File: config.mk
export PLATFORM = sky130hd
export DESIGN_NAME = strided_addr_gen
export DESIGN_NICKNAME = d
export VERILOG_FILES = /design/src/rtl/sag_pkg.sv /design/src/rtl/sag_cs_match.sv /design/src/rtl/sag_advance.sv /design/src/rtl/sag_err_capture.sv /design/src/rtl/strided_addr_gen.sv
export SDC_FILE = /design/constraint.sdc
export NUM_CORES = 1
export LEC_CHECK = 0
export ABC_AREA = 1
export ABC_CLOCK_PERIOD_IN_PS = 3000
export BUFFER_PORTS_ARGS = -buffer_cell sky130_fd_sc_hd__buf_4
export CAP_MARGIN = 10
export CORE_ASPECT_RATIO = 1.4
export CORE_UTILIZATION = 35
export DETAILED_ROUTE_END_ITERATION = 7
export REMOVE_ABC_BUFFERS = 1
export SLEW_MARGIN = 25
export SYNTH_ARGS = -nofsm -noshare
export SYNTH_HDL_FRONTEND = slang
export SYNTH_SLANG_ARGS = --single-unit
File: constraint.sdc
create_clock -name clk -period 3 [get_ports clk]
set_input_delay 0.15 -clock clk [delete_from_list [all_inputs] [get_ports clk]]
set_output_delay 0.15 -clock clk [all_outputs]
set_load 0.05 [all_outputs]
File: src/rtl/sag_pkg.sv
package sag_pkg;
  localparam int CODE_HALF_W = 2;

  typedef enum logic {
    GRP_INNER = 1'b0,
    GRP_SKIP  = 1'b1
  } grp_step_e;
endpackage

File: src/rtl/sag_cs_match.sv
module sag_cs_match #(
  parameter int ADDR_W = 32,
  parameter int CMP_W  = 10,
  parameter int NUM_CS = 3
) (
  input  logic [ADDR_W-1:0]       addr_i,
  input  logic [NUM_CS*CMP_W-1:0] base_i,
  input  logic [NUM_CS*CMP_W-1:0] mask_i,
  input  logic [NUM_CS-1:0]       en_i,
  output logic [NUM_CS-1:0]       hit_o
);
  logic [CMP_W-1:0] upper;
  assign upper = addr_i[ADDR_W-1 -: CMP_W];

  for (genvar g = 0; g < NUM_CS; g++) begin : g_region
    logic [CMP_W-1:0] msk;
    assign msk      = mask_i[g*CMP_W +: CMP_W];
    assign hit_o[g] = en_i[g] && ((upper & msk) == (base_i[g*CMP_W +: CMP_W] & msk));
  end
endmodule

File: src/rtl/sag_advance.sv
module sag_advance
  import sag_pkg::*;
#(
  parameter int ADDR_W     = 32,
  parameter int OFS_W      = 11,
  parameter int CNT_W      = 3,
  parameter int NUM_STRIDE = 3,
  parameter int SEL_W      = 2,
  parameter int ACC_BYTES  = 4
) (
  input  logic [ADDR_W-1:0]           addr_i,
  input  logic [CNT_W-1:0]            grp_i,
  input  logic [SEL_W-1:0]            sel_i,
  input  logic [NUM_STRIDE*OFS_W-1:0] skip_cfg_i,
  input  logic [NUM_STRIDE*CNT_W-1:0] cnt_cfg_i,
  output logic [ADDR_W-1:0]           nxt_addr_o,
  output logic [CNT_W-1:0]            nxt_grp_o
);
  logic [OFS_W-1:0] skip_arr [NUM_STRIDE];
  logic [CNT_W-1:0] cnt_arr  [NUM_STRIDE];

  for (genvar s = 0; s < NUM_STRIDE; s++) begin : g_unpack
    assign skip_arr[s] = skip_cfg_i[s*OFS_W +: OFS_W];
    assign cnt_arr[s]  = cnt_cfg_i[s*CNT_W +: CNT_W];
  end

  grp_step_e        kind;
  logic [ADDR_W-1:0] extra;

  always_comb begin
    kind  = (grp_i == cnt_arr[sel_i]) ? GRP_SKIP : GRP_INNER;
    extra = '0;
    if (kind == GRP_SKIP) extra = {{(ADDR_W-OFS_W){1'b0}}, skip_arr[sel_i]};
    nxt_addr_o = addr_i + ADDR_W'(ACC_BYTES) + extra;
    nxt_grp_o  = (kind == GRP_SKIP) ? '0 : grp_i + CNT_W'(1);
  end
endmodule

File: src/rtl/sag_err_capture.sv
module sag_err_capture #(
  parameter int ADDR_W = 32,
  parameter int CODE_W = 4
) (
  input  logic              clk,
  input  logic              rst_n,
  input  logic              fire_i,
  input  logic              clr_i,
  input  logic [CODE_W-1:0] code_i,
  input  logic [ADDR_W-1:0] addr_i,
  input  logic              irq_en_i,
  output logic              err_o,
  output logic [CODE_W-1:0] code_o,
  output logic [ADDR_W-1:0] addr_o,
  output logic              irq_o
);
  logic err_n;

  always_comb begin
    err_n = err_o;
    if (clr_i)  err_n = 1'b0;
    if (fire_i) err_n = 1'b1;
  end

  always_ff @(posedge clk or negedge rst_n) begin
    if (!rst_n) begin
      err_o <= 1'b0;
      irq_o <= 1'b0;
    end else begin
      err_o <= err_n;
      irq_o <= err_n & irq_en_i;
    end
  end

  always_ff @(posedge clk or negedge rst_n) begin
    if (!rst_n) begin
      code_o <= '0;
      addr_o <= '0;
    end else if (fire_i) begin
      code_o <= code_i;
      addr_o <= addr_i;
    end
  end
endmodule

File: src/rtl/strided_addr_gen.sv
module strided_addr_gen
  import sag_pkg::*;
#(
  parameter int ADDR_W     = 32,
  parameter int OFS_W      = 11,
  parameter int CNT_W      = 3,
  parameter int NUM_STRIDE = 3,
  parameter int NUM_CS     = 3,
  parameter int CMP_W      = 10,
  parameter int ACC_BYTES  = 4,
  localparam int SEL_W     = CODE_HALF_W,
  localparam int IDX_W     = CODE_HALF_W,
  localparam int CODE_W    = IDX_W + SEL_W
) (
  input  logic                        clk,
  input  logic                        rst_n,
  input  logic                        start_i,
  input  logic [ADDR_W-1:0]           start_addr_i,
  input  logic [SEL_W-1:0]            stride_sel_i,
  input  logic                        step_i,
  input  logic [NUM_STRIDE*OFS_W-1:0] cfg_skip_i,
  input  logic [NUM_STRIDE*CNT_W-1:0] cfg_count_i,
  input  logic [NUM_CS*CMP_W-1:0]     cs_base_i,
  input  logic [NUM_CS*CMP_W-1:0]     cs_mask_i,
  input  logic [NUM_CS-1:0]           cs_en_i,
  input  logic                        irq_en_i,
  input  logic                        err_clr_i,
  output logic [ADDR_W-1:0]           addr_o,
  output logic                        valid_o,
  output logic                        err_o,
  output logic [CODE_W-1:0]           err_code_o,
  output logic [ADDR_W-1:0]           err_addr_o,
  output logic                        irq_o
);
  localparam logic [SEL_W-1:0] SEL_MAX = SEL_W'(NUM_STRIDE - 1);

  // reset: asserted asynchronously, released on the clock
  logic [1:0] rst_sync_q;
  logic       rst_int_n;

  always_ff @(posedge clk or negedge rst_n) begin
    if (!rst_n) rst_sync_q <= 2'b00;
    else        rst_sync_q <= {rst_sync_q[0], 1'b1};
  end
  assign rst_int_n = rst_sync_q[1];

  logic [ADDR_W-1:0] addr_q, addr_n;
  logic              valid_q, valid_n;
  logic [CNT_W-1:0]  grp_q, grp_n;
  logic [SEL_W-1:0]  sel_q, sel_n;
  logic [IDX_W-1:0]  home_q, home_n;

  logic [NUM_CS-1:0] start_hit, nxt_hit;
  logic [IDX_W-1:0]  start_idx;
  logic [ADDR_W-1:0] nxt_addr;
  logic [CNT_W-1:0]  nxt_grp;
  logic              fire;

  sag_cs_match #(.ADDR_W(ADDR_W), .CMP_W(CMP_W), .NUM_CS(NUM_CS)) u_start_match (
    .addr_i(start_addr_i), .base_i(cs_base_i), .mask_i(cs_mask_i),
    .en_i(cs_en_i), .hit_o(start_hit)
  );

  sag_cs_match #(.ADDR_W(ADDR_W), .CMP_W(CMP_W), .NUM_CS(NUM_CS)) u_next_match (
    .addr_i(nxt_addr), .base_i(cs_base_i), .mask_i(cs_mask_i),
    .en_i(cs_en_i), .hit_o(nxt_hit)
  );

  sag_advance #(
    .ADDR_W(ADDR_W), .OFS_W(OFS_W), .CNT_W(CNT_W),
    .NUM_STRIDE(NUM_STRIDE), .SEL_W(SEL_W), .ACC_BYTES(ACC_BYTES)
  ) u_advance (
    .addr_i(addr_q), .grp_i(grp_q), .sel_i(sel_q),
    .skip_cfg_i(cfg_skip_i), .cnt_cfg_i(cfg_count_i),
    .nxt_addr_o(nxt_addr), .nxt_grp_o(nxt_grp)
  );

  // lowest-numbered matching region wins
  always_comb begin
    start_idx = '0;
    for (int i = NUM_CS - 1; i >= 0; i--) begin
      if (start_hit[i]) start_idx = IDX_W'(i);
    end
  end

  always_comb begin
    addr_n  = addr_q;
    valid_n = valid_q;
    grp_n   = grp_q;
    sel_n   = sel_q;
    home_n  = home_q;
    fire    = 1'b0;
    if (start_i) begin
      addr_n  = start_addr_i;
      grp_n   = '0;
      sel_n   = stride_sel_i;
      home_n  = start_idx;
      valid_n = (|start_hit) && (stride_sel_i <= SEL_MAX);
    end else if (step_i && valid_q) begin
      if (nxt_hit[home_q]) begin
        addr_n = nxt_addr;
        grp_n  = nxt_grp;
      end else begin
        valid_n = 1'b0;
        fire    = 1'b1;
      end
    end
  end

  always_ff @(posedge clk or negedge rst_int_n) begin
    if (!rst_int_n) begin
      addr_q  <= '0;
      valid_q <= 1'b0;
      grp_q   <= '0;
      sel_q   <= '0;
      home_q  <= '0;
    end else begin
      addr_q  <= addr_n;
      valid_q <= valid_n;
      grp_q   <= grp_n;
      sel_q   <= sel_n;
      home_q  <= home_n;
    end
  end

  sag_err_capture #(.ADDR_W(ADDR_W), .CODE_W(CODE_W)) u_err (
    .clk(clk), .rst_n(rst_int_n), .fire_i(fire), .clr_i(err_clr_i),
    .code_i({home_q, sel_q}), .addr_i(nxt_addr), .irq_en_i(irq_en_i),
    .err_o(err_o), .code_o(err_code_o), .addr_o(err_addr_o), .irq_o(irq_o)
  );

  assign addr_o  = addr_q;
  assign valid_o = valid_q;
endmodule

==> out/qor.yml, run 1 <==
wire_per_inst_microns: 17.0
fp.dieH_microns: 166
worstRegToRegCells: 29
grt_pass1_vias: 8085
cp-end-kind: "register"
wl_microns: 28700
min_period_ns: 4.27
gp_congestion: 0.953
synthCells: 1103
async_reset_ff_share_pct: 100
yosysWarnings: 0
design_area_sq_mm: 0.0110
port_buffers: 215
start_util_pct: 36.0
cpPeakStageDelay_ns: 0.49
clockBufferDepth: 2
relSlewSlack_pct: 46.1
drtIter0Drc: 412
num_vias: 8371
outcome: "finished with violations"
p_per_area_mw_per_mm2: 614
rows: 59
clock-root-buffer: "clkbuf_16"
antenna_found_initial: 0
postLayoutSetupSlackWorst_ns: -1.27
avgViaCountPerCell: 4.96
tightest_slew_ns: 0.788
r2r_start: "sel_q[0]"
arrival_ns: 4.50
max_freq_ghz: 0.234
final_nets: 1609
min_path_type: "primary input to register"
rsz0062_at_grt: "yes"
clk_pin_slew_ns: 0.06
overflow: 0
synth_flop_cell: "dfrtp_1"
slew_violations: 0
antenna_left: 0
finalCritPeriodShare_pct: 142
grt_use_met3_pct: 4.02
fp.dieW_microns: 119
h-tree-depth: 3
violations: "setup timing"
synth_edf_count: 0
crit_required_ns: 3.23
gr-usage-met2_pct: 52.4
ys_seq_elements: 80
clock_sinks: 80
path_common_cell: "nand2_2"
coreArea_sq_mm: 0.0188
drcViolationCount: 0
netlist-cell-type-count: 45
io_pins: 216
area_growth_pct: 63.1
dp_hpwl_microns: 22100
hold_end: "u_err.irq_o"
reg2reg_to: "addr_o[5]"
setup_violations: 74
netlist_area_sq_mm: 0.00675
place_worst_setup_slack_ns: -1.50
placed_area_sq_mm: 0.00940
crit_slowest_cell: "dfrtp_2"
dieArea_sq_mm: 0.0199
clock_skew_ns: 0.0154
track_usage_pct: 27.6
cts_tree: "built"
first_pass_iters: 5
ir_drop_uv: 255
min_from: "irq_en_i"
grt_pass1_wl_microns: 42200
crit_fanout: 7
clkLatencyLatePin_ns: 0.34
met1_usage_pct: 29.2
leakage_nw: 6.18
crit_type: "register to register"
cap_violations: 0
cts_buffers: 9
yosysSeqAreaShare_pct: 29.6
crit_path_start_kind: "register"
worstHoldPathCells: 3
grt_max_degree: 51
drive_gt1_share_pct: 40.1
busiest_layer: "met2"
rrSetupSlack_ns: -1.27
finalHoldViolCount: 0
post_synth.cell_area_avg_sq_um: 6.12
diodes: 0
-- cell usage after synthesis, drive strengths merged, types with 7 or more instances --
master  number  area share [%]
ha          23             4.3
xor2        15             1.9
nand3      109             8.5
o21bai       8            0.89
xnor2        7            0.91
nor2       112             6.5
dfrtp       80              30
nand2      462              26
buf         18             2.1
o21ai       46             3.4
nand4       13             1.2
clkbuf      11            0.61
inv        134             7.4
a21oi       27             2.1
-- placed cells by master, fill, tap and decap left out, types with 5 or more instances in the layout --
cell / n
o21ai_2: 5
o21ai_0: 32
xor2_1: 15
nand2_1: 363
nand3_2: 19
o21ai_1: 8
inv_2: 7
nand3b_1: 6
ha_4: 15
buf_4: 329
nand2_2: 82
nor2_4: 19
nand4_1: 13
nor2_1: 79
a21oi_1: 20
dfrtp_1: 78
clkbuf_16: 12
nand3_4: 7
o21bai_1: 8
nand3_1: 83
ha_1: 6
inv_1: 125
nand2_4: 16
a21oi_2: 6
buf_6: 14
nor2_2: 14
-- power breakdown --
part	leakage, nW	switching, mW	internal (mW)
clock	0.157	0.503	0.737
combinational	4.98	2.37	1.53
sequential	1.04	0.272	1.35
-- through the flow --
| stage | util (%) | total power, mW | hold WS (ns) | TNS [ns] | cells |
|---|---|---|---|---|---|
| global placement | 50.0 | 4.91 | -0.0677 | -109.36 | 1645 |
| detailed placement | 50.1 | 4.93 | -0.0671 | -109.17 | 1646 |
| finish | 58.8 | 6.76 | 0.0418 | -89.07 | 1689 |
| global route | 58.8 | 7.11 | 0.0471 | -103.60 | 1689 |
| CTS | 55.5 | 6.51 | 0.0267 | -84.78 | 1681 |
| floorplan | - | 3.49 | -0.146 | -130.21 | 1074 |
-- critical path, delay by kind of cell (launching register included) --
kind	cells	cell delay (ns)
compound gates	2	0.29
xor+xnor	1	0.15
fa+ha+maj	2	0.68
buf+inv	5	0.71
flops	1	0.49
simple gates	19	1.83
-- metal layers --
| metal | share of wire [%] | vias to the layer above |
|---|---|---|
| met1 | 36 | 3864 |
| li1 | - | 4155 |
| met4 | 5.2 | 0 |
| met5 | 0 | - |
| met3 | 5.2 | 56 |
| met2 | 53 | 296 |
-- timing repair --
action / CTS / global route
cloned: 4 / 5
setup endpoints to repair: 74 / 74
resized for setup: 116 / 137
hold buffers: 1 / 0
endpoints found under the hold margin: 2 / 0
pin swaps: 25 / 78
buffers inserted: 15 / 5
-- flip-flops by register name, summed over array words and instances, names as in the netlist, 2 cells and up --
register	cells
addr_o	32
u_err.addr_o	32
u_err.code_o	4
grp_q	3
home_q	2
rst_sync_q	2
sel_q	2
-- cells by family after synthesis --
| kind of cell | synth area share (%) |
|---|---|
| and+or+nand+nor | 43.9 |
| buffers and inverters | 10.2 |
| AOI/OAI and AO/OA | 8.75 |
| DFF | 29.6 |
| adders and majority gates | 4.56 |
| xor gates and xnor gates | 2.85 |
| other | 0.0555 |
-- final cells by class --
type	instances	area [sq um]
fill	1879	7730
inverter	135	513
clock buffer	10	229
timing repair buffer	355	2890
multi-input combinational	859	4980
clock inverter	6	91.3
sequential	80	2010
tap	244	305
-- worst max-delay path by stage --
stage,endpoint,from,slack (ns)
global placement,addr_o[4],sel_q[0],-1.50
finish,addr_o[5],sel_q[0],-1.27
detailed placement,addr_o[8],sel_q[0],-1.50
global route,addr_o[6],sel_q[0],-1.45
CTS,addr_o[18],sel_q[0],-1.17
floorplan,u_err.irq_o,sel_q[0],-1.98
Power figures use the tool's default switching activity.
==> inputs of run 2 (changes only) <==
- ABC_CLOCK_PERIOD_IN_PS: 3000 -> 5400
- CORE_MARGIN: unset -> 5
- clock period: 3 -> 5.4 ns (I/O delays scaled with it)
==> run 2 against run 1 <==
  * Critical endpoint is now addr_o[21]
  * The flow now finishes without violations
  * Largest cell class unchanged
  * Global-route usage decreased by 4.2 points
  * Largest power group unchanged
  * Design area shrank 19%
  * Critical path type unchanged
  * Non-clock buffer count is 129 lower
==> out/qor.yml, run 2 (same netlist as run 1, synthesis figures left out) <==
setup_violations: 0  # -100%
p_int_mw: 1.59  # -56%
combPwrFrac_pct: 52.1  # -5.6 points
grt_pass1_wl_microns: 40400  # -4.2%
outcome: "complete, no violations"
h-tree-depth: 3  # unchanged
n_fill_cell: 2098  # +12%
cp_top_family: "simple AND/OR/NAND/NOR gates"
overflow: 0  # unchanged
wire_per_inst_microns: 17.1  # +0.57%
finalHoldViolCount: 0  # unchanged
postLayoutSetupSlackWorst_ns: 0.509  # +1.78 ns
crit_buf_inv: 1  # -4
setup_tns_ns: 0  # +89.07 ns
clock-root-buffer: "clkbuf_16"
cp-end-kind: "register"
cts_buffers: 9  # unchanged
antenna_left: 0  # unchanged
crit_required_ns: 5.63  # +2.40 ns
crit_path_start_kind: "register"
min_path_type: "primary input to register"
clk_pin_slew_ns: 0.07  # about the same
drive_gt1_share_pct: 20.9  # -19 points
grt_max_degree: 48  # -5.9%
dieArea_sq_mm: 0.0222  # +12%
crit_type: "register to register"
avgViaCountPerCell: 4.88  # -1.6%
p_clk_share_pct: 19.3  # +1.0 points
first_pass_iters: 8  # +3
port_buffers: 215  # unchanged
antenna_found_initial: 0  # unchanged
crit_slowest_cell: "fa_1"
clock_sinks: 80  # unchanged
drcViolationCount: 0  # unchanged
leakage_nw: 5.29  # -14%
coreArea_sq_mm: 0.0191  # +2.1%
p_switching_mw: 1.54  # -51%
p_total_mw: 3.14  # -54%
diodes: 0  # unchanged
reg_top3: "addr_o x32, u_err.addr_o x32, u_err.code_o x4"
ir_drop_uv: 186  # -27%
fp.dieH_microns: 174  # +4.8%
cpPeakStageDelay_ns: 0.43  # -0.06 ns
cts_tree: "built"
arrival_ns: 5.12  # +0.62 ns
place_worst_setup_slack_ns: 0.0445  # +1.54 ns
crit_fanout: 35  # +28
dp_hpwl_microns: 21600  # -2.3%
final_common_cell: "nand2_1"
seq_power_share_pct: 28.6  # +4.6 points
io_pins: 216  # unchanged
slew_violations: 0  # unchanged
area_growth_pct: 32.6
relSlewSlack_pct: 33.1  # -13 points
min_period_ns: 4.89  # +0.623 ns
cap_violations: 0  # unchanged
final_cell_mix: "nand2_1, buf_4, inv_1, nor2_1, nand3_1"
grt_pass1_vias: 7556  # -6.5%
start_util_pct: 35.3  # -0.74 points
tightest_slew_ns: 0.979  # +0.191 ns
rsz0062_at_grt: "no"
finalCritPeriodShare_pct: 90.6  # -52 points
track_usage_pct: 23.4  # -4.2 points
clock_skew_ns: 0.0122  # -0.00324 ns
path_common_cell: "nand2_1"
swShare_pct: 49.2  # +2.7 points
gp_congestion: 1.02  # +7.1%
max_freq_ghz: 0.204  # -13%
clkLatencyLatePin_ns: 0.34  # about the same
p_per_area_mw_per_mm2: 350  # -43%
clockBufferDepth: 2  # unchanged
num_vias: 7635  # -8.8%
rows: 60  # +1.7%
fp.dieW_microns: 127  # +6.7%
final_nets: 1481  # -8.0%
wl_microns: 26800  # -6.8%
drtIter0Drc: 366  # -11%
[run 2: cell types whose count changed in the layout (fill, tap and decap cells not counted), sizes merged]
cell      before  now
buf          351  225
clkbuf        13   10
clkinvlp       0    3
bufinv         2    0
inv          136  135
nor2         112  113
[run 2: layer usage]
metal | share of wire [%] | track usage [%] | routed length, microns
met1 | 38 | 25.2 | 10100
met2 | 50 | 42.2 | 13400
met4 | 6.3 | 13.3 | 1690
met3 | 5.9 | 4.15 | 1580
met5 | 0 | 0 | 0
[run 2: metrics by stage]
step / utilization [%] / hold WS (ns) / instance area (sq um) / std cells
after detailed placement: 44.8 / 0.0558 / 8580 / 1544
after CTS: 46.4 / 0.135 / 8890 / 1561
after floorplan: - / -0.0256 / 6570 / 1074
final: 46.8 / 0.146 / 8950 / 1565
after global placement: 44.7 / 0.0546 / 8560 / 1543
after global routing: 46.8 / 0.151 / 8950 / 1565
[run 2: worst min-delay path, stage by stage]
cell     delay, ns
buf_4         0.10
inv_1         0.04
a21oi_1       0.03
[run 2: final timing paths]
kind                            depth (start not counted)       endpoint           from  slack, ns
worst min-delay path                                    3    u_err.irq_o       irq_en_i       0.15
min in group asynchronous                               2  rst_sync_q[1]          rst_n       0.25
worst min register to register                          0  rst_sync_q[1]  rst_sync_q[0]       0.35
worst max-delay path                                   30     addr_o[21]       sel_q[1]       0.51
worst max register to register                         30     addr_o[21]       sel_q[1]       0.51
max in group asynchronous                               1      addr_o[5]  rst_sync_q[1]       4.39
[run 2: area by class of cell]
type	instances	area (sq um)	area share, %
Multi-Input combinational cell	860	4090	45.7
Inverter	135	510	5.70
Clock inverter	6	52.6	0.587
Tap cell	248	310	3.47
Timing Repair Buffer	226	1740	19.4
Clock buffer	10	239	2.67
Sequential cell	80	2010	22.4
[run 2: repair_timing]
action                                  CTS  global route
pin swaps                                 0             1
gates resized for setup                   1             6
endpoints found under the setup margin    1            74
endpoints found under the hold margin     2             0
cloned                                    0             1
hold buffers                              1             0
buffers inserted                          0             3
[run 2: power by group through the flow]
stage / Combinational (mW) / Clock, mW / Sequential (mW)
finish: 1.63 / 0.605 / 0.897
CTS: 1.64 / 0.622 / 0.899
global route: 1.78 / 0.641 / 0.919
detailed placement: 1.64 / 0 / 0.909
global placement: 1.62 / 0 / 0.910
floorplan: 0.563 / 0 / 1.38
